**config.mk**
```make
export PLATFORM = sky130hd
export DESIGN_NAME = hr_edge_pwm
export DESIGN_NICKNAME = d
export VERILOG_FILES = /design/src/rtl/hrpwm_pkg.sv /design/src/rtl/hrpwm_prescale.sv /design/src/rtl/hrpwm_loopcnt.sv /design/src/rtl/hrpwm_fine.sv /design/src/rtl/hr_edge_pwm.sv
export SDC_FILE = /design/constraint.sdc
export NUM_CORES = 1
export LEC_CHECK = 0
export ABC_AREA = 1
export BUFFER_PORTS_ARGS = -buffer_cell sky130_fd_sc_hd__buf_2
export CAP_MARGIN = 0
export CORE_ASPECT_RATIO = 2
export CORE_MARGIN = 4
export CORE_UTILIZATION = 40
export DETAILED_ROUTE_END_ITERATION = 12
export GPL_TIMING_DRIVEN = 0
export PLACE_DENSITY = 0.64
export SKIP_CTS_REPAIR_TIMING = 1
export SYNTH_ARGS = -nofsm -noshare
export SYNTH_HDL_FRONTEND = slang
export SYNTH_SLANG_ARGS = --single-unit
```
**constraint.sdc**
```tcl
create_clock -name clk -period 3.11 [get_ports clk]
set_input_delay 0.622 -clock clk [delete_from_list [all_inputs] [get_ports clk]]
set_output_delay 0.622 -clock clk [all_outputs]
set_load 0.05 [all_outputs]
```
**src/rtl/hrpwm_pkg.sv**
```systemverilog
package hrpwm_pkg;

   typedef enum logic [1:0] {
      DLY_IDLE  = 2'd0,
      DLY_ARMED = 2'd1,
      DLY_RUN   = 2'd2
   } dly_state_e;

   // Number of low fine bits discarded for a given loop-prescale exponent.
   function automatic int unsigned drop_bits(int unsigned fine_w, int unsigned lsel);
      return (lsel >= fine_w) ? 0 : fine_w - lsel;
   endfunction

endpackage

```
**src/rtl/hrpwm_prescale.sv**
```systemverilog
module hrpwm_prescale #(
   parameter int unsigned HR_SEL_W = 2,
   parameter int unsigned LR_SEL_W = 3
) (
   input  logic                clk,
   input  logic                rst,
   input  logic [HR_SEL_W-1:0] hr_sel,
   input  logic [LR_SEL_W-1:0] lr_sel,
   output logic                hr_tick,
   output logic                lr_tick
);
   localparam int unsigned HRD_W = (2 ** HR_SEL_W) - 1;
   localparam int unsigned LRD_W = (2 ** LR_SEL_W) - 1;

   generate
      if (HR_SEL_W < 1 || HR_SEL_W > 4) begin : g_bad_hr
         $error("HR_SEL_W out of range");
      end
      if (LR_SEL_W < 1 || LR_SEL_W > 4) begin : g_bad_lr
         $error("LR_SEL_W out of range");
      end
   endgenerate

   logic [HRD_W-1:0] hr_div, hr_lim;
   logic [LRD_W-1:0] lr_div, lr_lim;

   always_comb begin
      hr_lim  = HRD_W'((32'd1 << hr_sel) - 32'd1);
      lr_lim  = LRD_W'((32'd1 << lr_sel) - 32'd1);
      hr_tick = (hr_div == hr_lim);
      lr_tick = hr_tick && (lr_div == lr_lim);
   end

   always_ff @(posedge clk) begin
      if (rst) begin
         hr_div <= '0;
         lr_div <= '0;
      end else if (hr_tick) begin
         hr_div <= '0;
         lr_div <= (lr_div == lr_lim) ? '0 : lr_div + 1'b1;
      end else begin
         hr_div <= hr_div + 1'b1;
      end
   end

   AST_LR_ON_HR: assert property (@(posedge clk) disable iff (rst)
      lr_tick |-> hr_tick);
   AST_HR_RESTART: assert property (@(posedge clk) disable iff (rst)
      hr_tick |=> (hr_div == '0));

endmodule

```
**src/rtl/hrpwm_loopcnt.sv**
```systemverilog
module hrpwm_loopcnt #(
   parameter int unsigned CMP_W = 25
) (
   input  logic             clk,
   input  logic             rst,
   input  logic             lr_tick,
   input  logic [CMP_W-1:0] max_val,
   input  logic [CMP_W-1:0] cmp_val,
   output logic             wrap,
   output logic             match
);
   logic [CMP_W-1:0] cnt;
   logic             at_max;

   always_comb begin
      at_max = (cnt == max_val);
      wrap   = lr_tick && at_max;
      match  = lr_tick && (cnt == cmp_val);
   end

   always_ff @(posedge clk) begin
      if (rst)          cnt <= '0;
      else if (lr_tick) cnt <= at_max ? '0 : cnt + 1'b1;
   end

   AST_CNT_BOUND: assert property (@(posedge clk) disable iff (rst)
      cnt <= max_val);
   AST_WRAP_ZERO: assert property (@(posedge clk) disable iff (rst)
      wrap |=> (cnt == '0));

endmodule

```
**src/rtl/hrpwm_fine.sv**
```systemverilog
module hrpwm_fine
   import hrpwm_pkg::*;
#(
   parameter int unsigned FINE_W   = 7,
   parameter int unsigned LR_SEL_W = 3
) (
   input  logic                clk,
   input  logic                rst,
   input  logic                hr_tick,
   input  logic                lr_tick,
   input  logic                load,
   input  logic [FINE_W-1:0]   fine_val,
   input  logic [LR_SEL_W-1:0] lr_sel,
   output logic                fire
);
   localparam int unsigned NSEL = 2 ** LR_SEL_W;

   logic [FINE_W-1:0] shv [NSEL];
   logic [FINE_W-1:0] dly, dcnt;
   dly_state_e        state;

   generate
      for (genvar k = 0; k < NSEL; k++) begin : g_shift
         localparam int unsigned DROP = drop_bits(FINE_W, k);
         assign shv[k] = fine_val >> DROP;
      end
   endgenerate

   always_comb begin
      dly  = shv[lr_sel];
      fire = ((state == DLY_ARMED) && lr_tick && (dcnt == '0)) ||
             ((state == DLY_RUN)   && hr_tick && (dcnt == FINE_W'(1)));
   end

   always_ff @(posedge clk) begin
      if (rst) begin
         state <= DLY_IDLE;
         dcnt  <= '0;
      end else if (load) begin
         state <= DLY_ARMED;
         dcnt  <= dly;
      end else begin
         case (state)
            DLY_ARMED: if (lr_tick) state <= (dcnt == '0) ? DLY_IDLE : DLY_RUN;
            DLY_RUN: if (hr_tick) begin
               if (dcnt == FINE_W'(1)) begin
                  state <= DLY_IDLE;
                  dcnt  <= '0;
               end else begin
                  dcnt <= dcnt - 1'b1;
               end
            end
            default: state <= DLY_IDLE;
         endcase
      end
   end

   AST_RUN_NONZERO: assert property (@(posedge clk) disable iff (rst)
      (state == DLY_RUN) |-> (dcnt != '0));
   AST_DLY_FITS: assert property (@(posedge clk) disable iff (rst)
      load |-> ((dly >> lr_sel) == '0));

endmodule

```
**src/rtl/hr_edge_pwm.sv**
```systemverilog
module hr_edge_pwm #(
   parameter int unsigned CMP_W    = 25,
   parameter int unsigned FINE_W   = 7,
   parameter int unsigned HR_SEL_W = 2,
   parameter int unsigned LR_SEL_W = 3
) (
   input  logic                clk,
   input  logic                rst,
   input  logic [HR_SEL_W-1:0] hr_sel,
   input  logic [LR_SEL_W-1:0] lr_sel,
   input  logic [CMP_W-1:0]    max_val,
   input  logic                pulse_low,
   input  logic                en,
   input  logic                shd_wr,
   input  logic [CMP_W-1:0]    shd_cmp,
   input  logic [FINE_W-1:0]   shd_fine,
   output logic                pin
);
   generate
      if (CMP_W < 1 || CMP_W > 32) begin : g_bad_cmp
         $error("CMP_W out of range");
      end
      if (FINE_W < 1) begin : g_bad_fine
         $error("FINE_W must be positive");
      end
   endgenerate

   logic              hr_tick, lr_tick, wrap, match, fire;
   logic [CMP_W-1:0]  sh_cmp, act_cmp;
   logic [FINE_W-1:0] sh_fine, act_fine;
   logic              pin_q;

   hrpwm_prescale #(.HR_SEL_W(HR_SEL_W), .LR_SEL_W(LR_SEL_W)) u_pre (
      .clk(clk), .rst(rst), .hr_sel(hr_sel), .lr_sel(lr_sel),
      .hr_tick(hr_tick), .lr_tick(lr_tick));

   hrpwm_loopcnt #(.CMP_W(CMP_W)) u_loop (
      .clk(clk), .rst(rst), .lr_tick(lr_tick), .max_val(max_val),
      .cmp_val(act_cmp), .wrap(wrap), .match(match));

   hrpwm_fine #(.FINE_W(FINE_W), .LR_SEL_W(LR_SEL_W)) u_fine (
      .clk(clk), .rst(rst), .hr_tick(hr_tick), .lr_tick(lr_tick),
      .load(match), .fine_val(act_fine), .lr_sel(lr_sel), .fire(fire));

   // Shadow pair accepts writes; active pair follows it only on a match.
   always_ff @(posedge clk) begin
      if (rst) begin
         sh_cmp   <= '0;
         sh_fine  <= '0;
         act_cmp  <= '0;
         act_fine <= '0;
      end else begin
         if (shd_wr) begin
            sh_cmp  <= shd_cmp;
            sh_fine <= shd_fine;
         end
         if (match) begin
            act_cmp  <= sh_cmp;
            act_fine <= sh_fine;
         end
      end
   end

   // Wrap level has priority over a compare edge in the same cycle.
   always_ff @(posedge clk) begin
      if (rst)       pin_q <= 1'b0;
      else if (wrap) pin_q <= pulse_low;
      else if (fire) pin_q <= ~pulse_low;
   end

   assign pin = en & pin_q;

   AST_RST_PIN: assert property (@(posedge clk)
      rst |=> !pin);
   AST_EN_GATE: assert property (@(posedge clk) disable iff (rst)
      !en |-> !pin);
   AST_SHADOW_HOLD: assert property (@(posedge clk) disable iff (rst)
      !match |=> ($stable(act_cmp) && $stable(act_fine)));
   AST_WRAP_LEVEL: assert property (@(posedge clk) disable iff (rst)
      wrap |=> (pin_q == $past(pulse_low)));
   AST_FIRE_LEVEL: assert property (@(posedge clk) disable iff (rst)
      (fire && !wrap) |=> (pin_q == !$past(pulse_low)));

endmodule

```
==> impl_metrics.xml <==
<?xml version="1.0" encoding="UTF-8"?>
<metrics>
  <group name="pwr">
    <metric name="p_seq_frac" unit="">0.504</metric>
    <metric name="switching_share" unit="">0.270</metric>
    <metric name="worst_ir_drop_vdd" unit="uV">331</metric>
    <metric name="report.power.total" unit="W">0.00288</metric>
    <metric name="power.density" unit="nW/um2">414</metric>
    <metric name="p_int" unit="W">0.00210</metric>
    <metric name="power.static_leakage" unit="nW">2.93</metric>
    <metric name="pwr-share-clk" unit="">0.414</metric>
    <metric name="power_frac_comb" unit="">0.082</metric>
    <metric name="power.switching" unit="W">0.000778</metric>
  </group>
  <group name="layout">
    <metric name="most-common-layout-cells" unit="">245 x sky130_fd_sc_hd__nand2_1, 112 x sky130_fd_sc_hd__nor2_1, 109 x sky130_fd_sc_hd__dfxtp_1, 97 x sky130_fd_sc_hd__inv_1, 78 x sky130_fd_sc_hd__buf_2</metric>
    <metric name="area_growth_syn_to_layout" unit="%">14.5</metric>
    <metric name="fillCellCount" unit="">1587</metric>
    <metric name="multi_input_area" unit="um2">3270</metric>
    <metric name="final_area" unit="um2">6960</metric>
    <metric name="regArea" unit="um2">2180</metric>
    <metric name="num_antenna_cells" unit="">0</metric>
    <metric name="design.final.nets" unit="">1072</metric>
    <metric name="fin_cells" unit="">1200</metric>
    <metric name="final_layout_size_suffix_gt1_frac" unit="">0.129</metric>
    <metric name="mostFrequentLayoutCell" unit="">sky130_fd_sc_hd__nand2_1</metric>
  </group>
  <group name="detailed_routing">
    <metric name="vias" unit="">5962</metric>
    <metric name="drt-total-wl" unit="mm">18.6</metric>
    <metric name="wl_per_cell" unit="um">15.5</metric>
    <metric name="final_antenna_net_count" unit="">0</metric>
    <metric name="post-route-drc-count" unit="">0</metric>
    <metric name="detail_route.iter0.violations" unit="">304</metric>
    <metric name="detail_route.vias_per_cell" unit="">4.97</metric>
    <metric name="firstDrtPassIters" unit="">5</metric>
  </group>
  <group name="synth">
    <metric name="postSynthAreaPerCell" unit="um2">6.58</metric>
    <metric name="number_of_register_bits_inferred_by_synthesis" unit="">109</metric>
    <metric name="synth-main-ff-cell" unit="">sky130_fd_sc_hd__dfxtp_1</metric>
    <metric name="share_of_synthesized_registers_carrying_an_async_set_or_reset" unit="">0</metric>
    <metric name="synth_nets" unit="">996</metric>
    <metric name="cell_area_after_synthesis" unit="um2">6080</metric>
    <metric name="seq_area_frac_synth" unit="">0.359</metric>
    <metric name="synthesis.instances" unit="">924</metric>
    <metric name="unique_cell_type_count_in_the_yosys_netlist" unit="">34</metric>
    <metric name="synth_edf_count" unit="">0</metric>
    <metric name="yosys_warnings" unit="">0</metric>
  </group>
  <group name="sta">
    <metric name="slew_violations" unit="">0</metric>
    <metric name="tightest_slew" unit="ns">0.825</metric>
    <metric name="fmaxAchievable" unit="GHz">0.404</metric>
    <metric name="final_period_minus_worst_setup_slack" unit="ns">2.47</metric>
    <metric name="fin_skew" unit="ns">0.0111</metric>
    <metric name="max_slew_margin" unit="">0.446</metric>
    <metric name="worst_slack" unit="ns">0.636</metric>
    <metric name="sum_of_negative_setup_slack" unit="ns">0</metric>
    <metric name="setup_viol" unit="">0</metric>
    <metric name="final_hold_viols" unit="">0</metric>
    <metric name="period_share" unit="">0.795</metric>
    <metric name="grt_setup_unrepaired" unit="">no</metric>
  </group>
  <group name="setup_path">
    <metric name="worst_path_max_delay_cell" unit="">sky130_fd_sc_hd__dfxtp_1</metric>
    <metric name="sequence_of_cells_on_the_critical_path" unit="">inv_1 &gt; nand2_1 &gt; nand2_1 &gt; nor2_1 &gt; nand2_1 &gt; nor2_1 &gt; nand2_1 &gt; nor2_2 &gt; nand2_2 &gt; nor2_4 &gt; buf_4 &gt; nand2_1 &gt; nand2_1</metric>
    <metric name="worst-path-max-fanout" unit="">10</metric>
    <metric name="cp_common_cell" unit="">sky130_fd_sc_hd__nand2_1</metric>
    <metric name="biggest_cell_delay_along_the_critical_path" unit="ns">0.56</metric>
    <metric name="regToRegStartpoint" unit="">u_loop.cnt[0]$_SDFFE_PP0P_</metric>
    <metric name="worstSetupStartpointType" unit="">flop</metric>
    <metric name="cp_data_required_time" unit="ns">3.41</metric>
    <metric name="critical_path_arrival" unit="ns">2.77</metric>
    <metric name="crit_path_start" unit="">u_loop.cnt[0]$_SDFFE_PP0P_</metric>
    <metric name="timing_worst_setup_path_type" unit="">flop to flop</metric>
    <metric name="cp-end-kind" unit="">flop</metric>
  </group>
  <group name="cts">
    <metric name="sink_count" unit="">109</metric>
    <metric name="cts_inserted_buffers" unit="">9</metric>
    <metric name="number_of_buffers_on_the_longest_clock_path" unit="">2</metric>
    <metric name="tritoncts" unit="">done</metric>
    <metric name="clock_latency" unit="ns">0.36</metric>
    <metric name="htree_num_levels" unit="">3</metric>
    <metric name="path_clk_slew" unit="ns">0.08</metric>
    <metric name="clock_tree.root_cell" unit="">sky130_fd_sc_hd__clkbuf_16</metric>
  </group>
  <group name="placed_design">
    <metric name="worst_setup_timing_slack_at_the_placement_stage" unit="ns">0.464</metric>
    <metric name="finalWeightedCongestion" unit="">0.995</metric>
    <metric name="placed_cells_incl_taps" unit="">1184</metric>
    <metric name="io_buffers" unit="">65</metric>
    <metric name="dp.final_hpwl" unit="mm">14.8</metric>
    <metric name="placed_area" unit="um2">6650</metric>
  </group>
  <group name="global_routing">
    <metric name="grt_max_degree" unit="">23</metric>
    <metric name="grt_util_all_layers" unit="">0.220</metric>
    <metric name="grt_pass1_vias" unit="">5846</metric>
    <metric name="grt-ovfl-total" unit="">0</metric>
    <metric name="initial_antenna_violation_count" unit="">0</metric>
    <metric name="grt_pass1_wl" unit="mm">29.3</metric>
  </group>
  <group name="floorplan">
    <metric name="die_area" unit="um2">17300</metric>
    <metric name="placeable_core_region" unit="um2">14900</metric>
    <metric name="rows" unit="">63</metric>
    <metric name="chipHeight" unit="um">182</metric>
    <metric name="die_x" unit="um">95.2</metric>
    <metric name="floorplan.initialDensity" unit="">0.408</metric>
    <metric name="num_io_pins" unit="">68</metric>
  </group>
  <group name="run">
    <metric name="maximum_capacitance_violations" unit="">0</metric>
  </group>
  <group name="run_status">
    <metric name="outcome" unit="">finished clean</metric>
  </group>
  <group name="min_path">
    <metric name="hold_start" unit="">sh_cmp[9]$_SDFFE_PP0P_</metric>
    <metric name="worst_hold_path_type" unit="">flop to flop</metric>
  </group>
</metrics>
## layout make-up
cell class / instances / share of cell area
Multi-Input combinational cell: 663 / 0.471
Sequential cell: 109 / 0.314
Inverter: 107 / 0.0577
Timing Repair Buffer: 65 / 0.0468
Tap cell: 195 / 0.0351
Clock buffer: 9 / 0.0324
Buffer: 45 / 0.0315
Clock inverter: 7 / 0.0121
## final timing paths
check / depth (start not counted) / slack (ns) / endpoint
worst max-delay path: 13 / 0.64 / act_cmp[16]$_SDFFE_PP0N_
worst min-delay path: 2 / 0.45 / act_cmp[9]$_SDFFE_PP0N_
worst max register to register: 13 / 0.64 / act_cmp[16]$_SDFFE_PP0N_
worst min register to register: 2 / 0.45 / act_cmp[9]$_SDFFE_PP0N_
## per-layer routing
metal / GRT usage / part of all wire
met1: 0.213 / 0.35
met2: 0.430 / 0.56
met3: 0.0276 / 0.042
met4: 0.116 / 0.049
met5: 0 / 0
## critical path: cells and delay by family (launching register included)
| family | cells | cell delay, ns |
|---|---|---|
| flops | 1 | 0.56 |
| buf+inv | 2 | 0.48 |
| simple gates | 11 | 1.36 |
## synth_stat cells, types with 7 or more instances
cell,number,area (um2)
sky130_fd_sc_hd__a21oi_1,45,225
sky130_fd_sc_hd__buf_2,13,65.1
sky130_fd_sc_hd__clkbuf_1,25,93.8
sky130_fd_sc_hd__dfxtp_1,109,2180
sky130_fd_sc_hd__inv_1,97,364
sky130_fd_sc_hd__inv_2,7,26.3
sky130_fd_sc_hd__nand2_1,245,920
sky130_fd_sc_hd__nand3_1,57,285
sky130_fd_sc_hd__nand3b_1,16,120
sky130_fd_sc_hd__nand4_1,13,81.3
sky130_fd_sc_hd__nor2_1,112,420
sky130_fd_sc_hd__nor3_1,17,85.1
sky130_fd_sc_hd__o21ai_0,58,290
sky130_fd_sc_hd__o21ai_1,15,75.1
sky130_fd_sc_hd__o22ai_2,9,113
sky130_fd_sc_hd__xnor2_1,24,210
sky130_fd_sc_hd__xor2_1,26,228
## stage by stage
| step | hold WS, ns | util |
|---|---|---|
| after floorplan | 0.413 | - |
| after global placement | 0.420 | 0.446 |
| after detailed placement | 0.437 | 0.446 |
| after CTS | 0.448 | 0.467 |
| after global routing | 0.468 | 0.467 |
| final | 0.449 | 0.467 |
## power groups by stage
stage	Sequential (W)	Clock (W)	Combinational (W)
floorplan	0.00148	0	0.000145
global placement	0.00148	0	0.000234
detailed placement	0.00148	0	0.000238
CTS	0.00145	0.00121	0.000238
global route	0.00146	0.00127	0.000269
finish	0.00145	0.00119	0.000236
## state kept, by name (all words and copies together), names as in the netlist
name	cells
sh_fine	7
u_pre.lr_div	7
sh_cmp	25
u_fine.dcnt	7
act_cmp	25
u_fine.state	2
pin_q	1
act_fine	7
u_pre.hr_div	3
u_loop.cnt	25
## logic make-up after synthesis
family / after synthesis / synth area share
fa+ha+maj: 5 / 0.0103
flops: 109 / 0.359
compound gates: 134 / 0.124
xor+xnor: 50 / 0.0721
simple gates: 474 / 0.332
buf+inv: 152 / 0.102
Power figures use the tool's default switching activity.
